`config.mk`:
```
export PLATFORM = sky130hd
export DESIGN_NAME = alu24_zsub
export DESIGN_NICKNAME = d
export VERILOG_FILES = /design/src/rtl/alu24_zsub.sv
export SDC_FILE = /design/constraint.sdc
export NUM_CORES = 1
export LEC_CHECK = 0
export BUFFER_PORTS_ARGS = -buffer_cell sky130_fd_sc_hd__buf_2
export CELL_PAD_IN_SITES_DETAIL_PLACEMENT = 1
export CELL_PAD_IN_SITES_GLOBAL_PLACEMENT = 1
export CORE_MARGIN = 4
export CORE_UTILIZATION = 35
export CTS_CLUSTER_DIAMETER = 60
export DETAILED_ROUTE_END_ITERATION = 7
export PLACE_DENSITY_LB_ADDON = 0.1
export RECOVER_POWER = 25
export SLEW_MARGIN = 20
export SYNTH_ARGS = -nofsm -noshare
export SYNTH_HDL_FRONTEND = slang
export SYNTH_SLANG_ARGS = --single-unit
```
`constraint.sdc`:
```
create_clock -name clk -period 4.5 [get_ports clk]
set_input_delay 0.225 -clock clk [delete_from_list [all_inputs] [get_ports clk]]
set_output_delay 0.225 -clock clk [all_outputs]
set_load 0.005 [all_outputs]
```
`src/rtl/alu24_zsub.sv`:
```
module alu24_zsub #(
  parameter int W  = 24,
  parameter int IW = 16
) (
  input  logic         clk,
  input  logic         rst_n,
  input  logic [3:0]   opcode,
  input  logic [3:0]   sel_d,
  input  logic [3:0]   sel_s,
  input  logic [3:0]   sel_t,
  input  logic [2:0]   flag_sel,
  input  logic [W-1:0] rs_val,
  input  logic [W-1:0] rt_val,
  input  logic [IW-1:0] imm,
  output logic [W-1:0] result,
  output logic         wr_en,
  output logic [7:0]   flags
);
  localparam int PAD = W - IW;
  localparam logic [7:0] FLAGS_RST = 8'h59;

  logic [W-1:0] k_ext, op_a, op_b;
  logic is_alu, is_cond, upd, ovf, flag_hit;
  logic zf, nf;
  logic [7:0] flags_nxt;

  assign k_ext = {imm, {PAD{1'b0}}};
  assign op_a  = (sel_s == 4'd0) ? '0 : rs_val;
  assign op_b  = (sel_t == 4'd0) ? k_ext : rt_val;

  assign is_alu  = opcode[3];
  assign is_cond = (opcode[3:2] == 2'b10) & opcode[1];
  assign upd     = is_alu & ~is_cond;

  always_comb begin
    result = '0;
    ovf    = 1'b0;
    case (opcode)
      4'b1000: begin
        result = op_a + op_b;
        ovf    = (op_a[W-1] == op_b[W-1]) & (result[W-1] != op_a[W-1]);
      end
      4'b1001: begin
        result = op_a - op_b;
        ovf    = (op_a[W-1] != op_b[W-1]) & (result[W-1] != op_a[W-1]);
      end
      4'b1010: result = op_b;
      4'b1011: result = -op_b;
      4'b1100: result = op_a & op_b;
      4'b1101: result = op_a | op_b;
      4'b1110: result = ~(op_a | op_b);
      4'b1111: result = op_a ^ op_b;
      default: result = '0;
    endcase
  end

  assign flag_hit = flags[flag_sel];
  assign wr_en    = is_alu & (sel_d != 4'd0) & (~is_cond | flag_hit);

  assign zf = (result == '0);
  assign nf = result[W-1] ^ ovf;
  assign flags_nxt = {nf, nf | zf, ~nf & ~zf, ~nf, ~ovf, ovf, ~zf, zf};

  always_ff @(posedge clk or negedge rst_n) begin
    if (!rst_n)   flags <= FLAGS_RST;
    else if (upd) flags <= flags_nxt;
  end

  a_r3_no_write_to_r0: assert property (@(posedge clk) disable iff (!rst_n)
    (sel_d == 4'd0) |-> !wr_en);
  a_r9_ctrl_no_write: assert property (@(posedge clk) disable iff (!rst_n)
    !opcode[3] |-> (!wr_en && result == '0));
  a_r9_ctrl_keeps_flags: assert property (@(posedge clk) disable iff (!rst_n)
    !opcode[3] |=> $stable(flags));
  a_r6_cond_keeps_flags: assert property (@(posedge clk) disable iff (!rst_n)
    is_cond |=> $stable(flags));
  a_r7_eq_ne_pair: assert property (@(posedge clk) disable iff (!rst_n)
    flags[0] != flags[1]);
  a_r7_ge_lt_pair: assert property (@(posedge clk) disable iff (!rst_n)
    flags[4] != flags[7]);
  a_r8_ov_nv_pair: assert property (@(posedge clk) disable iff (!rst_n)
    flags[2] != flags[3]);
  a_r8_logic_clears_ov: assert property (@(posedge clk) disable iff (!rst_n)
    (opcode[3:2] == 2'b11) |=> !flags[2]);
endmodule

```
; After elaboration in Yosys (flattened, before gate mapping)
; Cells that the tools add are included.
[classes]
addsub = 3
magnitude_cmp = 1
n_eq_ne = 13
mux = 6
bitwise_logic = 18
reduce_logical = 4
[ops]
columns = cell, count
row1 = one-hot mux 24 bit (8 select lines), 1
row2 = two-way mux 24 bit, 2
row3 = "equality test 4 bit, second input constant", 8
row4 = adder 24 bit, 1
row5 = AND 24 bit, 1
row6 = zero test 24 bit, 1
row7 = negator 24 bit, 1
row8 = inverter 24 bit, 1
row9 = OR 24 bit, 1
row10 = subtractor 24 bit, 1
row11 = bitwise XOR 24 bit, 1
row12 = zero test 4 bit, 2
row13 = AND 1 bit, 7
row14 = "< comparator 3 x 4 -> 1 bit, second input constant", 1
row15 = inverter 1 bit, 4
row16 = nonzero test 4 bit, 1
row17 = binary-select mux 1 bit (select 3 bit), 1
row18 = != test 1 bit, 3
row19 = "equality test 2 bit, second input constant", 1
row20 = OR 1 bit, 2
row21 = one-hot mux 1 bit (2 select lines), 1
row22 = equality test 1 bit, 1
row23 = two-way mux 1 bit, 1
row24 = bitwise XOR 1 bit, 1
[word_totals]
reg_bits = 8
inputBits = 85
output_inout_bits = 33
elab_cells = 46

; Logic depth before layout (Yosys ltp)
[logic_depth]
word_depth = 9
mapped_depth = 19
mapped_depth_nobuf = 17

; Worst setup path before layout
; OpenSTA, ideal clock, no wires.
[synth_timing]
kind = input port to flip-flop
startpoint = input port sel_t[1]
endpoint = register flags[5]
setup_ps = 127
t_arrival_ps = 4747
required_time_ps = 4373
setup_slack_ps = -374
stages = 17
path_buffers = 3
path_cell_list = nor4_2 -> buf_2 -> buf_2 -> mux2i_1 -> ha_1 -> clkbuf_1 -> inv_1 -> a21oi_1 -> or4b_2 -> nor3_1 -> nor2_1 -> a31oi_1 -> mux2_2 -> a2111oi_0 -> nor2b_1 -> and4bb_1 -> o21ai_0
[synth_between]
elab_chain_len = 9
word_cells_on_any_way = 22
classes_between = 3 x add/sub / 4 x eq/ne / 3 x mux / 10 x bitwise / 2 x reduce/logical
[synth_rtl]
columns = element, line_no
row1 = from (decl), 10  ; input logic [3:0] sel_t,
row2 = zero test 4 bit *, 29  ; assign op_b = (sel_t == 4'd0) ? k_ext : rt_val;
row3 = two-way mux 24 bit *, 29
row4 = branches (longest 6 deep; another with negator 24 bit), n/a
row5 = AND 1 bit *, 62  ; assign flags_nxt = {nf, nf | zf, ~nf & ~zf, ~nf, ~ovf, ovf, ~zf, zf};
row6 = to (signal assigned), 66  ; else if (upd) flags <= flags_nxt;
row7 = to (decl), 17  ; output logic [7:0] flags
; Every way passes the cells marked *.
; A chain may end at the register's enable or synchronous reset.

; Worst setup path in the final report
[layout_timing]
startpoint = input port sel_t[1]
endpoint = register flags[0]
[layout_between]
elab_chain_len = 6
word_cells_on_any_way = 11
classes_between = 3 x add/sub / 2 x mux / 4 x bitwise / 2 x reduce/logical
[layout_rtl]
columns = element, line_no
row1 = zero test 4 bit *, 29
row2 = two-way mux 24 bit *, 29
row3 = branches (longest 2 deep; another with negator 24 bit), n/a
row4 = one-hot mux 24 bit (8 select lines) *, 38  ; case (opcode)
row5 = zero test 24 bit *, 60  ; assign zf = (result == '0);
; Marks and branches as above.

==> impl_results.md <==
* Status: finished clean
* Pwr/cell area at 163 mW/mm^2
* Initial DRC count at 553
* Post-synthesis cell type count at 80
* Cell Area, Placed at 0.00778 sq mm
* Clock sink count at 8
* Layout fillers at 2252
* Core ar. at 0.0167 sq mm
* Worst clock skew at 0 ps
* Die X at 139 um
* Ys flop type: dfstp_2
* Final Slew Violations at 0
* Most frequent cells in the layout: buf_4 (147), buf_2 (115), nand2_1 (97), ha_1 (78), nor2_1 (74)
* Post-CTS setup buffer count at 0
* Clk network pwr share at 0.115
* Post-Route Setup TNS at 0 ps
* DP HPWL at 23.5 mm
* CTS Buf Count at 3
* Final WS setup at 155 ps
* Worst r2r src: flags[0]
* Sw Ratio at 0.497
* Place WS at -189 ps
* Later-pin clock latency in the skew report at 230 ps
* Startpoint types: input port
* Initial antenna violation count at 0
* Post-synth EDFFs at 0
* Port-buffer cells at 117
* Internal power at 657 uW
* Die ar. at 0.0193 sq mm
* Root Buffer Master: clkbuf_16
* Mapped Cells at 894
* Max Fclk at 230 MHz
* FF-to-FF path depth at 1
* Worst VDD drop at 161 uV
* Nets at 1274
* Ant. Diodes at 0
* Final Hold Vio Count at 0
* Final RePlAce weighted congestion at 0.953
* Layout cells sized above 1 at 0.291
* Reg power frac at 0.068
* CP Capture Point: flags[0]
* Largest registers: flags x8
* Critical Path Start: sel_t[1]
* Reg2reg setup slack at 3750 ps
* Crit share post-route at 0.966
* Seq/Total Area, Yosys at 0.0342
* Comb power frac at 0.817
* Worst Path Max Fanout at 6
* RR Endpoint: flags[0]
* Leak at 3.91 nW
* Commonest non-fill, non-tap cell in the layout: buf_4
* Post-synth ARST share at 1.00
* Worst min path class: in -> async
* Die span in y at 139 um
* Routed vias at 7724
* Worst Setup End Kind: flip-flop
* Area occupied by multi-input gates at 0.00547 sq mm
* Setup-failing EPs final at 0
* Worst EP arrival at 4520 ps
* CTS H-Tree Depth at 1
* Per-cell routed wire length at 21.3 um
* Synth top area share at 0.163
* CTS max path bufs at 2
* Biggest register: flags
* Area Overhead vs Synth at 33.5%
* I/O pin count at 118
* Vias per Instance at 5.82
* Vias in the first global route at 7773
* Synthesized Nets at 1059
* Final ANT Viol Nets at 0
* Largest net degree at the start of global routing at 31
* Post-route cell area at 0.00802 sq mm
* FF/Latch Area at 205 sq um
* Clock-pin transition on the worst setup and hold timing paths at 40 ps
* Sw Pwr at 649 uW
* CP required at 4670 ps
* Hold slack at 451 ps
* # rows at 47
* Area contributors post-synth: ha_1 (16%), mux2i_1 (6.2%), nand2_1 (6.1%), a21oi_1 (4.9%), nor2_1 (4.8%)
* Yosys warns at 0
* CTS tree: built
* Slew @ Worst Pin at 938 ps
* Synth area leader: ha_1
* Synthesized area at 0.00600 sq mm
* FF+latch count, synth at 8
* Final min period at 4340 ps
* Setup CP Type: in -> reg
* Max FFs per register at 8
* Max-cap violations at 0
* Drc violations at 0
* Total Wirelength at 28.3 mm
* Worst slew margin at 0.367
* First-pass GRT wire length at 43.7 mm
* Starting density of the core at 0.359
* Total GRT Usage at 0.278
* Avg Cell Area, Syn at 6.71 sq um
* Gr ovfl total at 0
* Pre-antenna DRT Iters at 5
* Total power at 1.31 mW
## repair_timing
| item | 4_1_cts | 5_1_grt |
|---|---|---|
| hold buffers | 1 | 0 |
| setup endpoints to repair | 0 | 7 |
| gates resized for setup | 0 | 32 |
| hold endpoints to repair | 4 | 0 |
## power by group through the flow
stage               Combinational, mW  Sequential, mW  Clock, mW
floorplan                       0.564          0.0884          0
global placement                 1.01          0.0883          0
detailed placement               1.02          0.0897          0
CTS                              1.02          0.0892      0.151
global route                     1.16          0.0899      0.158
finish                           1.07          0.0889      0.150
## layout make-up
class / count / area share
Clock buffer: 3 / 0.00937
Inverter: 72 / 0.0337
Multi-Input combinational cell: 757 / 0.682
Sequential cell: 8 / 0.0256
Tap cell: 220 / 0.0343
Timing Repair Buffer: 267 / 0.214
## metrics by stage
| step | util | std cells |
|---|---|---|
| 6_report | 0.480 | 1327 |
| 5_1_grt | 0.480 | 1327 |
| 4_1_cts | 0.471 | 1327 |
| 3_5_place_dp | 0.466 | 1323 |
| 3_3_place_gp | 0.466 | 1323 |
| 2_1_floorplan | - | 894 |
## synth_stat cells, drive strengths merged, types with 6 or more instances
cell type and count:
xnor2 26, o211ai 10, mux2i 37, or4 8, nand2 98, a211oi 19
a2111oi 7, o21a 9, nand3 20, and3 7, nor2b 16, buf 20
a221oi 6, clkbuf 37, a21o 11, and2 7, o221ai 9, or3 9
o21bai 6, nor2 76, a31oi 13, o31ai 17, nand4 7, mux2 6
o21ai 43, a21oi 59, xor2 6, o22ai 13, nor3 38, nor4 20
ha 78, inv 71
## worst min path at each step
stage,start,end,cells after the start
after floorplan,rst_n,flags[1],0
after global placement,rst_n,flags[2],1
after detailed placement,rst_n,flags[2],1
after CTS,rst_n,flags[1],2
after global routing,rst_n,flags[1],2
final,rst_n,flags[1],2
## per-layer routing
layer  vias to the layer above  global-route usage  wire (um)
li1                       3732                   -          -
met1                      3719               0.420      13800
met2                       252               0.430      12100
met3                        21              0.0397       2080
met4                         0              0.0309        246
met5                         -                   0          0
## worst max-delay path: stages
cell and delay (ps):
buf_2 120, or4_4 580, nand2_1 110, inv_1 70, ha_1 220, fa_1 510, a2bb2oi_1 170, o22ai_1 90
or4_4 530, nor3_2 210, or4b_1 440, or3_1 370, nor3_4 190, nand4b_1 120, and4bb_2 380, mux2_2 180
## cells by family (layout without fill, tap and decap cells)
group	after synthesis	in the layout	share of synthesized area
compound gates	266	266	0.304
xor+xnor	32	32	0.0467
fa+ha+maj	80	80	0.169
buf+inv	129	342	0.0840
flops	8	8	0.0342
mux	46	46	0.0842
simple gates	333	333	0.277
Power figures use the tool's default switching activity.
